===== src/rtl/rail_seq.sv =====
module rail_seq #(
  parameter int NR = 4,
  parameter int TW = 16,
  parameter int RW = 4
) (
  input  logic             clk,
  input  logic             rst_n,
  input  logic             pwr_up_req,
  input  logic [NR-1:0]    pg,
  input  logic [NR*NR-1:0] pred_map,
  input  logic [NR-1:0]    crit_mask,
  input  logic [TW-1:0]    dwell_cyc,
  input  logic [TW-1:0]    step_limit,
  input  logic [TW-1:0]    shed_delay,
  input  logic [TW-1:0]    backoff_base,
  input  logic [TW-1:0]    hiccup_cyc,
  input  logic [RW-1:0]    retry_max,
  input  logic [1:0]       pol_oc,
  input  logic [1:0]       pol_uv,
  input  logic [1:0]       pol_ov,
  input  logic [NR-1:0]    flt_oc,
  input  logic [NR-1:0]    flt_uv,
  input  logic [NR-1:0]    flt_ov,
  input  logic [NR-1:0]    flt_ot,
  input  logic             temp_ok,
  input  logic             fault_clr,
  input  logic             brownout,
  output logic [NR-1:0]    rail_en,
  output logic             clk_reduce,
  output logic             up_done,
  output logic             seq_timeout,
  output logic             cfg_err,
  output logic [NR-1:0]    rail_latched,
  output logic [NR-1:0]    retry_exh
);
  typedef enum logic [2:0] {S_IDLE, S_UP, S_ON, S_BROWN, S_DOWN, S_HOLD} st_t;
  localparam logic [1:0] F_OK = 2'd0, F_WAIT = 2'd1, F_LAT = 2'd2;

  st_t st, st_n;
  logic [NR-1:0] en_n, pg_ok, ready, can_off, hit, go_lat, back, lot;
  logic [NR-1:0][NR-1:0] reach, dep;
  logic [NR-1:0][TW-1:0] hc, wcnt;
  logic [NR-1:0][RW-1:0] rcnt;
  logic [NR-1:0][1:0] fst, psel;
  logic [TW-1:0] tmr;
  logic set_to, to_hit;

  assign up_done    = (st == S_ON);
  assign clk_reduce = (st == S_BROWN);
  assign to_hit     = (tmr >= step_limit);

  always_comb begin
    cfg_err = 1'b0;
    for (int i = 0; i < NR; i++) begin
      reach[i] = pred_map[i*NR +: NR];
      for (int j = 0; j < NR; j++) dep[i][j] = pred_map[j*NR + i];
    end
    for (int k = 0; k < NR; k++)
      for (int i = 0; i < NR; i++)
        for (int j = 0; j < NR; j++)
          if (reach[i][j]) reach[i] = reach[i] | pred_map[j*NR +: NR];
    for (int i = 0; i < NR; i++) cfg_err = cfg_err | reach[i][i];
  end

  always_comb begin
    for (int i = 0; i < NR; i++) begin
      pg_ok[i]   = pg[i] && (hc[i] >= dwell_cyc);
      ready[i]   = (&(pg_ok | ~pred_map[i*NR +: NR])) && !rail_en[i] && fst[i] == F_OK;
      can_off[i] = rail_en[i] && !(|(dep[i] & (rail_en | pg)));
      psel[i]    = flt_ov[i] ? pol_ov : flt_oc[i] ? pol_oc : pol_uv;
      hit[i]     = up_done && rail_en[i] && fst[i] == F_OK &&
                   (flt_oc[i] | flt_uv[i] | flt_ov[i] | flt_ot[i]);
      go_lat[i]  = hit[i] && (flt_ot[i] || psel[i] == 2'b00 ||
                              (psel[i] == 2'b01 && rcnt[i] == retry_max));
      back[i]    = up_done && fst[i] == F_WAIT && wcnt[i] == '0;
      rail_latched[i] = (fst[i] == F_LAT);
    end
  end

  always_comb begin
    st_n = st;
    en_n = rail_en;
    set_to = 1'b0;
    case (st)
      S_IDLE: begin
        en_n = '0;
        if (pwr_up_req && !cfg_err) st_n = S_UP;
      end
      S_UP:
        if (!pwr_up_req) st_n = S_DOWN;
        else if (to_hit) begin en_n = '0; set_to = 1'b1; st_n = S_HOLD; end
        else if (&rail_en && &pg_ok) st_n = S_ON;
        else en_n = rail_en | ready;
      S_ON:
        if (!pwr_up_req) st_n = S_DOWN;
        else if (brownout) st_n = S_BROWN;
        else en_n = (rail_en & ~hit) | back;
      S_BROWN:
        if (!pwr_up_req) st_n = S_DOWN;
        else if (!brownout) st_n = S_ON;
        else if (tmr >= shed_delay) begin
          if (|(rail_en & ~crit_mask)) en_n = rail_en & crit_mask;
          else begin en_n = '0; st_n = S_HOLD; end
        end
      S_DOWN:
        if (to_hit) begin en_n = '0; set_to = 1'b1; st_n = S_IDLE; end
        else if (rail_en == '0) st_n = S_IDLE;
        else en_n = rail_en & ~can_off;
      S_HOLD:
        if (!pwr_up_req) st_n = S_DOWN;
      default: st_n = S_IDLE;
    endcase
  end

  always_ff @(posedge clk or negedge rst_n)
    if (!rst_n) begin
      st <= S_IDLE; rail_en <= '0; tmr <= '0; seq_timeout <= 1'b0;
    end else begin
      st <= st_n;
      rail_en <= en_n;
      if (st_n != st || en_n != rail_en) tmr <= '0;
      else if (tmr != '1) tmr <= tmr + 1'b1;
      if (set_to) seq_timeout <= 1'b1;
      else if (st == S_IDLE && st_n == S_UP) seq_timeout <= 1'b0;
    end

  always_ff @(posedge clk or negedge rst_n)
    if (!rst_n) begin
      hc <= '0; wcnt <= '0; rcnt <= '0; fst <= '0; lot <= '0; retry_exh <= '0;
    end else begin
      for (int i = 0; i < NR; i++) begin
        if (!pg[i]) hc[i] <= '0;
        else if (hc[i] < dwell_cyc) hc[i] <= hc[i] + 1'b1;
        if (fault_clr && !(fst[i] == F_LAT && lot[i] && !temp_ok)) begin
          rcnt[i] <= '0; retry_exh[i] <= 1'b0;
        end
        if (hit[i]) begin
          if (go_lat[i]) begin
            fst[i] <= F_LAT;
            lot[i] <= flt_ot[i];
            retry_exh[i] <= !flt_ot[i] && psel[i] == 2'b01;
          end else if (psel[i] == 2'b01) begin
            wcnt[i] <= backoff_base << rcnt[i];
            rcnt[i] <= rcnt[i] + 1'b1;
            fst[i]  <= F_WAIT;
          end else begin
            wcnt[i] <= hiccup_cyc;
            fst[i]  <= F_WAIT;
          end
        end else if (fst[i] == F_WAIT) begin
          if (wcnt[i] == '0) fst[i] <= F_OK;
          else wcnt[i] <= wcnt[i] - 1'b1;
        end else if (fst[i] == F_LAT && fault_clr && (!lot[i] || temp_ok)) begin
          fst[i]  <= F_WAIT;
          wcnt[i] <= '0;
        end
      end
    end

  p_rollback_r4: assert property (@(posedge clk) disable iff (!rst_n)
    ($past(st) == S_UP && st == S_HOLD) |-> (rail_en == '0 && seq_timeout));
  p_refuse_r9: assert property (@(posedge clk) disable iff (!rst_n)
    $past(st == S_IDLE && cfg_err) |-> st == S_IDLE);
  p_clk_first_r10: assert property (@(posedge clk) disable iff (!rst_n)
    $rose(clk_reduce) |-> rail_en == $past(rail_en));

  for (genvar g = 0; g < NR; g++) begin : g_chk
    p_dwell_r1: assert property (@(posedge clk) disable iff (!rst_n)
      ($rose(rail_en[g]) && $past(st) == S_UP) |->
        $past(&(pg_ok | ~pred_map[g*NR +: NR])));
    p_order_r3: assert property (@(posedge clk) disable iff (!rst_n)
      (st == S_DOWN && $fell(rail_en[g])) |-> (rail_en & dep[g]) == '0);
    p_fault_off_r5: assert property (@(posedge clk) disable iff (!rst_n)
      $past(hit[g]) |-> !rail_en[g]);
    p_exh_latched_r6: assert property (@(posedge clk) disable iff (!rst_n)
      retry_exh[g] |-> fst[g] == F_LAT);
    p_ot_hold_r8: assert property (@(posedge clk) disable iff (!rst_n)
      (fst[g] == F_LAT && lot[g] && !temp_ok) |=> fst[g] == F_LAT);
  end
endmodule


===== config.mk =====
export PLATFORM = sky130hd
export DESIGN_NAME = rail_seq
export DESIGN_NICKNAME = d
export VERILOG_FILES = /design/src/rtl/rail_seq.sv
export SDC_FILE = /design/constraint.sdc
export NUM_CORES = 1
export LEC_CHECK = 0
export ABC_AREA = 1
export CAP_MARGIN = 20
export CORE_AREA = 4 4 212 214
export CTS_CLUSTER_SIZE = 30
export DETAILED_ROUTE_END_ITERATION = 6
export DIE_AREA = 0 0 216 218
export PLACE_DENSITY = 0.58
export SKIP_LAST_GASP = 1
export SLEW_MARGIN = 20
export SYNTH_ARGS = -nofsm -noshare
export SYNTH_HDL_FRONTEND = slang
export SYNTH_SLANG_ARGS = --single-unit

===== constraint.sdc =====
create_clock -name clk -period 4.4 [get_ports clk]
set_input_delay 0.88 -clock clk [delete_from_list [all_inputs] [get_ports clk]]
set_output_delay 0.88 -clock clk [all_outputs]
set_load 0.01 [all_outputs]

### Word-level counts from Yosys, hierarchy flattened

Index checks and enable logic that the tools add are counted.

* memories kept: 0
* memory bits (writable): 0
* bits in registers: 184
* memory bits (read-only): 0
* word-level logic and storage cells: 528
* latch bits: 0
* output and inout port bits: 16

* bitwise operators: 101
* equal/unequal tests: 41
* multipliers: 0
* multiplexer cells: 185
* div/mod/pow operators: 0
* order comparisons: 10
* shifts and indexed selects: 4
* reductions and logical operators: 149
* add/sub/neg operators: 13

Operator list (count)
* two-way mux 16 bit: 34
* two-way mux 4 bit: 88
* OR 4 bit: 68
* >= comparator 16 bit: 6
* adder 16 x 1 -> 16 bit (second input constant): 5
* logical AND 1 bit: 71
* zero test 16 bit: 4
* < comparator 16 bit: 4
* << shifter 16 x 4 -> 16 bit: 4
* subtractor 16 x 1 -> 16 bit (second input constant): 4
* two-way mux 2 bit: 29
* two-way mux 3 bit: 14
* AND 4 bit: 8
* inverter 4 bit: 7
* AND reduction 4 bit: 6
* zero test 1 bit: 22
* one-hot mux 4 bit (5 select lines): 1
* OR reduction 4 bit: 5
* one-hot mux 3 bit (6 select lines): 1
* two-way mux 1 bit: 17
* adder 4 x 1 -> 4 bit (second input constant): 4
* equality test 2 x 1 -> 1 bit (second input constant): 8
* equality test 4 bit: 4
* zero test 2 bit: 8
* other kinds (22): 81

### Longest topological paths before layout

Gate-level depths: netlist of run 1.

* word-level depth: 43
* mapped depth: 28

### Least setup slack after synthesis of run 1

Ideal clock, no wire load.

* kind: input-to-reg
* from: in dwell_cyc[13]
* to: reg hc[62] in the netlist's numbering
* cell stages on the path: 18
* arrival: 2991 ps
* buffers on the path: 0
* setup slack: 1344 ps
* data required time: 4336 ps
* cells stage by stage: inv_1 > ha_1 > nand2_1 > inv_1 > o21ai_0 > nand2_1 > nor2_1 > nand3_1 > nor2_1 > inv_1 > nor3_1 > inv_1 > nor3_1 > nand4_1 > nor2_1 > nand3_1 > a21oi_1 > o21a_1

* longest elaborated chain between the ends: 2

Ends and longest elaborated chain
* from (decl): line 12 `input logic [TW-1:0] dwell_cyc,`
* < comparator 16 bit: line 133 `else if (hc[i] < dwell_cyc) hc[i] <= hc[i] + 1'b1;`
* != test 2 x 1 -> 1 bit (no source line)
* to (signal assigned): line 129 `hc <= '0; wcnt <= '0; rcnt <= '0; fst <= '0; lot <= '0; retry_exh <= '0;`
* to (signal, indexed assignment): line 132 `if (!pg[i]) hc[i] <= '0;`
* to (decl): line 42 `logic [NR-1:0][TW-1:0] hc, wcnt;`

No other way between the ends.
A chain may end at the register's enable or synchronous reset.

### Worst setup path after layout of run 1

* from: in pred_map[12]
* to: out cfg_err

* longest elaborated chain between the ends: 32

Ends and longest elaborated chain
* from (decl): line 10 `input logic [NR*NR-1:0] pred_map,`
* two-way mux 4 bit / OR 4 bit (equally long branches): line 61 `if (reach[i][j]) reach[i] = reach[i] | pred_map[j*NR +: NR];`
* OR 4 bit / two-way mux 4 bit (equally long branches): line 61
* two-way mux 4 bit / OR 4 bit (equally long branches): line 61
* OR 4 bit / two-way mux 4 bit (equally long branches): line 61
* two-way mux 4 bit / OR 4 bit (equally long branches): line 61
* OR 4 bit / two-way mux 4 bit (equally long branches): line 61
* two-way mux 4 bit / OR 4 bit (equally long branches): line 61
* OR 4 bit / two-way mux 4 bit (equally long branches): line 61
* [16 not listed]
* two-way mux 4 bit: line 61
* OR 4 bit: line 61
* two-way mux 4 bit: line 61
* OR 4 bit: line 61
* two-way mux 4 bit: line 61
* OR 4 bit: line 61
* two-way mux 4 bit: line 61
* OR 1 bit *: line 62 `for (int i = 0; i < NR; i++) cfg_err = cfg_err | reach[i][i];`
* to (decl): line 32 `output logic cfg_err,`

Every way passes the cells marked *; elsewhere a longest branch is shown, timed or not.

==> out/results.tsv, run 1 <==
metric	value	unit
routed_wl	58.1	mm
wl_per_cell	17.4	um
reg2reg_depth	13	
clk_pin_slew	0.08	ns
ys_seq_area_frac	0.271	
worst-setup-path-type	input port to primary output	
hold_viol_final	0	
pin_count	152	
postSynth.asyncResetShare	1.00	
fin_util	0.462	
fin_nets	2991	
die_width	216	um
leakagePower	9.45	nW
htree_num_levels	4	
crit_path_start_kind	input port	
first_pass_iters	6	
nFillCells	4488	
slew_violations	0	
clock_path_buffers	2	
coreArea	42900	um^2
hold_path.class	input port to async pin	
powerDensity	262	nW/um^2
netlist_instances	2619	
post_cts_buffers	0	
port_buffers	151	
fin_cells	3344	
grt_usage	0.245	
cts-root-buf	clkbuf_16	
min_period	4.11	ns
synth_area_leaders	dfrtp_1, nand2_1, o21ai_0	
dieArea	47100	um^2
drcViolationCount	0	
synthDistinctLibCells	62	
tns	0	ns
grt_pass1_wl	92.5	mm
totalPowerFinal	5.19	mW
syn_area	17000	um^2
synth_edf_count	0	
drt_iter0_drc	1547	
yosysWarnings	0	
cp_max_fo	8	
antenna_found_initial	1	
synth_top_area_frac	0.271	
slew_headroom	0.324	
status	finished, final reports clean	
ys_ff_latch	184	
synth_top_cell_by_area	dfrtp_1	
tritoncts	done	
postPlaceCellArea	19200	um^2
cp.required	3.52	ns
syn_nets	2864	
layout-drive-gt1-share	0.0435	
clk_latency	0.49	ns
postSynthAreaPerCell	6.48	um^2
numCtsBuffers	17	
gr-total-overflow	0	
cts_sinks	184	
ant_nets	0	
endpoint_kind	primary output	
setup-violations-final	0	
ir_drop	0.000242	V
grt_pass1_vias	17340	
fin_area	19800	um^2
postCtsHoldBufs	0	
worst_slack	0.295	ns
post_cts_resized	0	
max_freq	244	MHz
synth_top_flop_cell	dfrtp_1	
num_rows	76	
pre_cts_slack	0.314	ns
timing.hold.ws	0.448	ns
timing.final.crit_share	0.933	
worst_pin_slew	1.01	ns
die_y	218	um
skew	0.0181	ns
gp_congestion	0.927	
post-place-cells	3312	
hpwl	44.9	mm
grt_max_degree	96	
routed_via_density	5.42	
antenna_cells	0	
area_growth	16.6	%
cap_viol_max_count	0	
grt_setup_unrepaired	no	
crit_arrival	3.23	ns
num_vias	18128	
start_util	0.396	
-- registers in the layout, summed over array words and instances, names as in the netlist --
| name | cells |
|---|---|
| rail_en | 4 |
| hc | 64 |
| rcnt | 16 |
| seq_timeout | 1 |
| lot | 4 |
| tmr | 16 |
| wcnt | 64 |
| st | 3 |
| fst | 8 |
| retry_exh | 4 |
-- cell type report --
class,instances,area [um^2],area share
clock buffers,18,439,0.0222
clock inverters,14,181,0.00916
inverters,425,1600,0.0806
multi-input cells,1932,10500,0.529
flip-flops and latches,184,4600,0.233
well taps,585,732,0.0370
repair buffers,186,1780,0.0898
-- cells by family after synthesis --
kind of cell / count (synthesis) / share of synthesized area
simple gates: 1068 / 0.269
compound gates: 700 / 0.236
buf+inv: 503 / 0.112
flops: 184 / 0.271
fa+ha+maj: 109 / 0.0803
xor+xnor: 29 / 0.0150
mux: 26 / 0.0155
-- where the power goes --
| part | switching [mW] | internal (mW) |
|---|---|---|
| clock | 0.805 | 0.879 |
| sequential | 0.154 | 1.85 |
| combinational | 0.925 | 0.580 |
| total | 1.88 | 3.31 |
-- Yosys cell counts (10+ instances only) --
cell type,n
a21oi_1,163
o221ai_1,14
a32o_1,14
a31oi_1,22
o22ai_1,47
mux2i_1,24
ha_1,109
nor4_1,23
nand4_1,35
clkbuf_1,66
nand3_1,91
o21ai_0,329
inv_1,413
o31ai_1,14
or2_2,10
nor3_1,51
o211ai_1,22
a22oi_1,12
nor2_1,257
dfrtp_1,184
xor2_1,22
o21a_1,15
nand2_1,558
nor2_2,17
-- critical path, cell delays in order --
cell,delay (ns)
clkdlybuf4s50_1,0.69
a21oi_1,0.15
o21ai_1,0.18
inv_1,0.07
o21ai_1,0.19
inv_1,0.06
o21ai_0,0.14
nand2_1,0.06
nand4_1,0.12
nor2_1,0.07
nand3_1,0.08
clkdlybuf4s50_1,0.54
-- per-layer routing --
layer	part of all wire	track usage	routed length, um
met1	0.45	0.323	26300
met2	0.46	0.405	26700
met3	0.056	0.0435	3270
met4	0.031	0.0890	1820
met5	0.00019	0	11
-- placed cells by master (no fill, tap or decap), types with 15 or more instances in the layout --
cell	count
nand2_1	558
inv_1	413
o21ai_0	329
nor2_1	257
dfrtp_1	184
a21oi_1	163
clkdlybuf4s50_1	150
ha_1	109
nand3_1	91
nor3_1	51
o22ai_1	47
nand4_1	35
buf_4	35
mux2i_1	24
nor4_1	23
o211ai_1	22
a31oi_1	22
xor2_1	22
nor2_2	17
clkbuf_16	17
o21a_1	15
-- worst paths after layout --
path	from	to	slack [ns]
worst max-delay path	pred_map[12]	cfg_err	0.29
worst min-delay path	rst_n	hc[2]$_DFFE_PN0P_	0.45
worst max register to register	rail_en[3]$_DFF_PN0_	tmr[15]$_DFFE_PN0P_	1.34
worst min register to register	seq_timeout$_DFFE_PN0P_	seq_timeout$_DFFE_PN0P_	0.48
max in group asynchronous	rst_n	rail_en[1]$_DFF_PN0_	2.98
min in group clk	seq_timeout$_DFFE_PN0P_	seq_timeout$_DFFE_PN0P_	0.48
No activity file was read; power rests on OpenSTA's default activity.
==> run 2: changes to the inputs <==
Settings changed: CTS_CLUSTER_DIAMETER set to 40.
==> results of run 2 <==
The final DEF is identical to that of run 1; final timing and power are the same.
==> run 3: changes to the inputs <==
Settings changed: SETUP_SLACK_MARGIN set to 0.1.
==> results of run 3 <==
The final DEF is identical to that of run 1; final timing and power are the same.
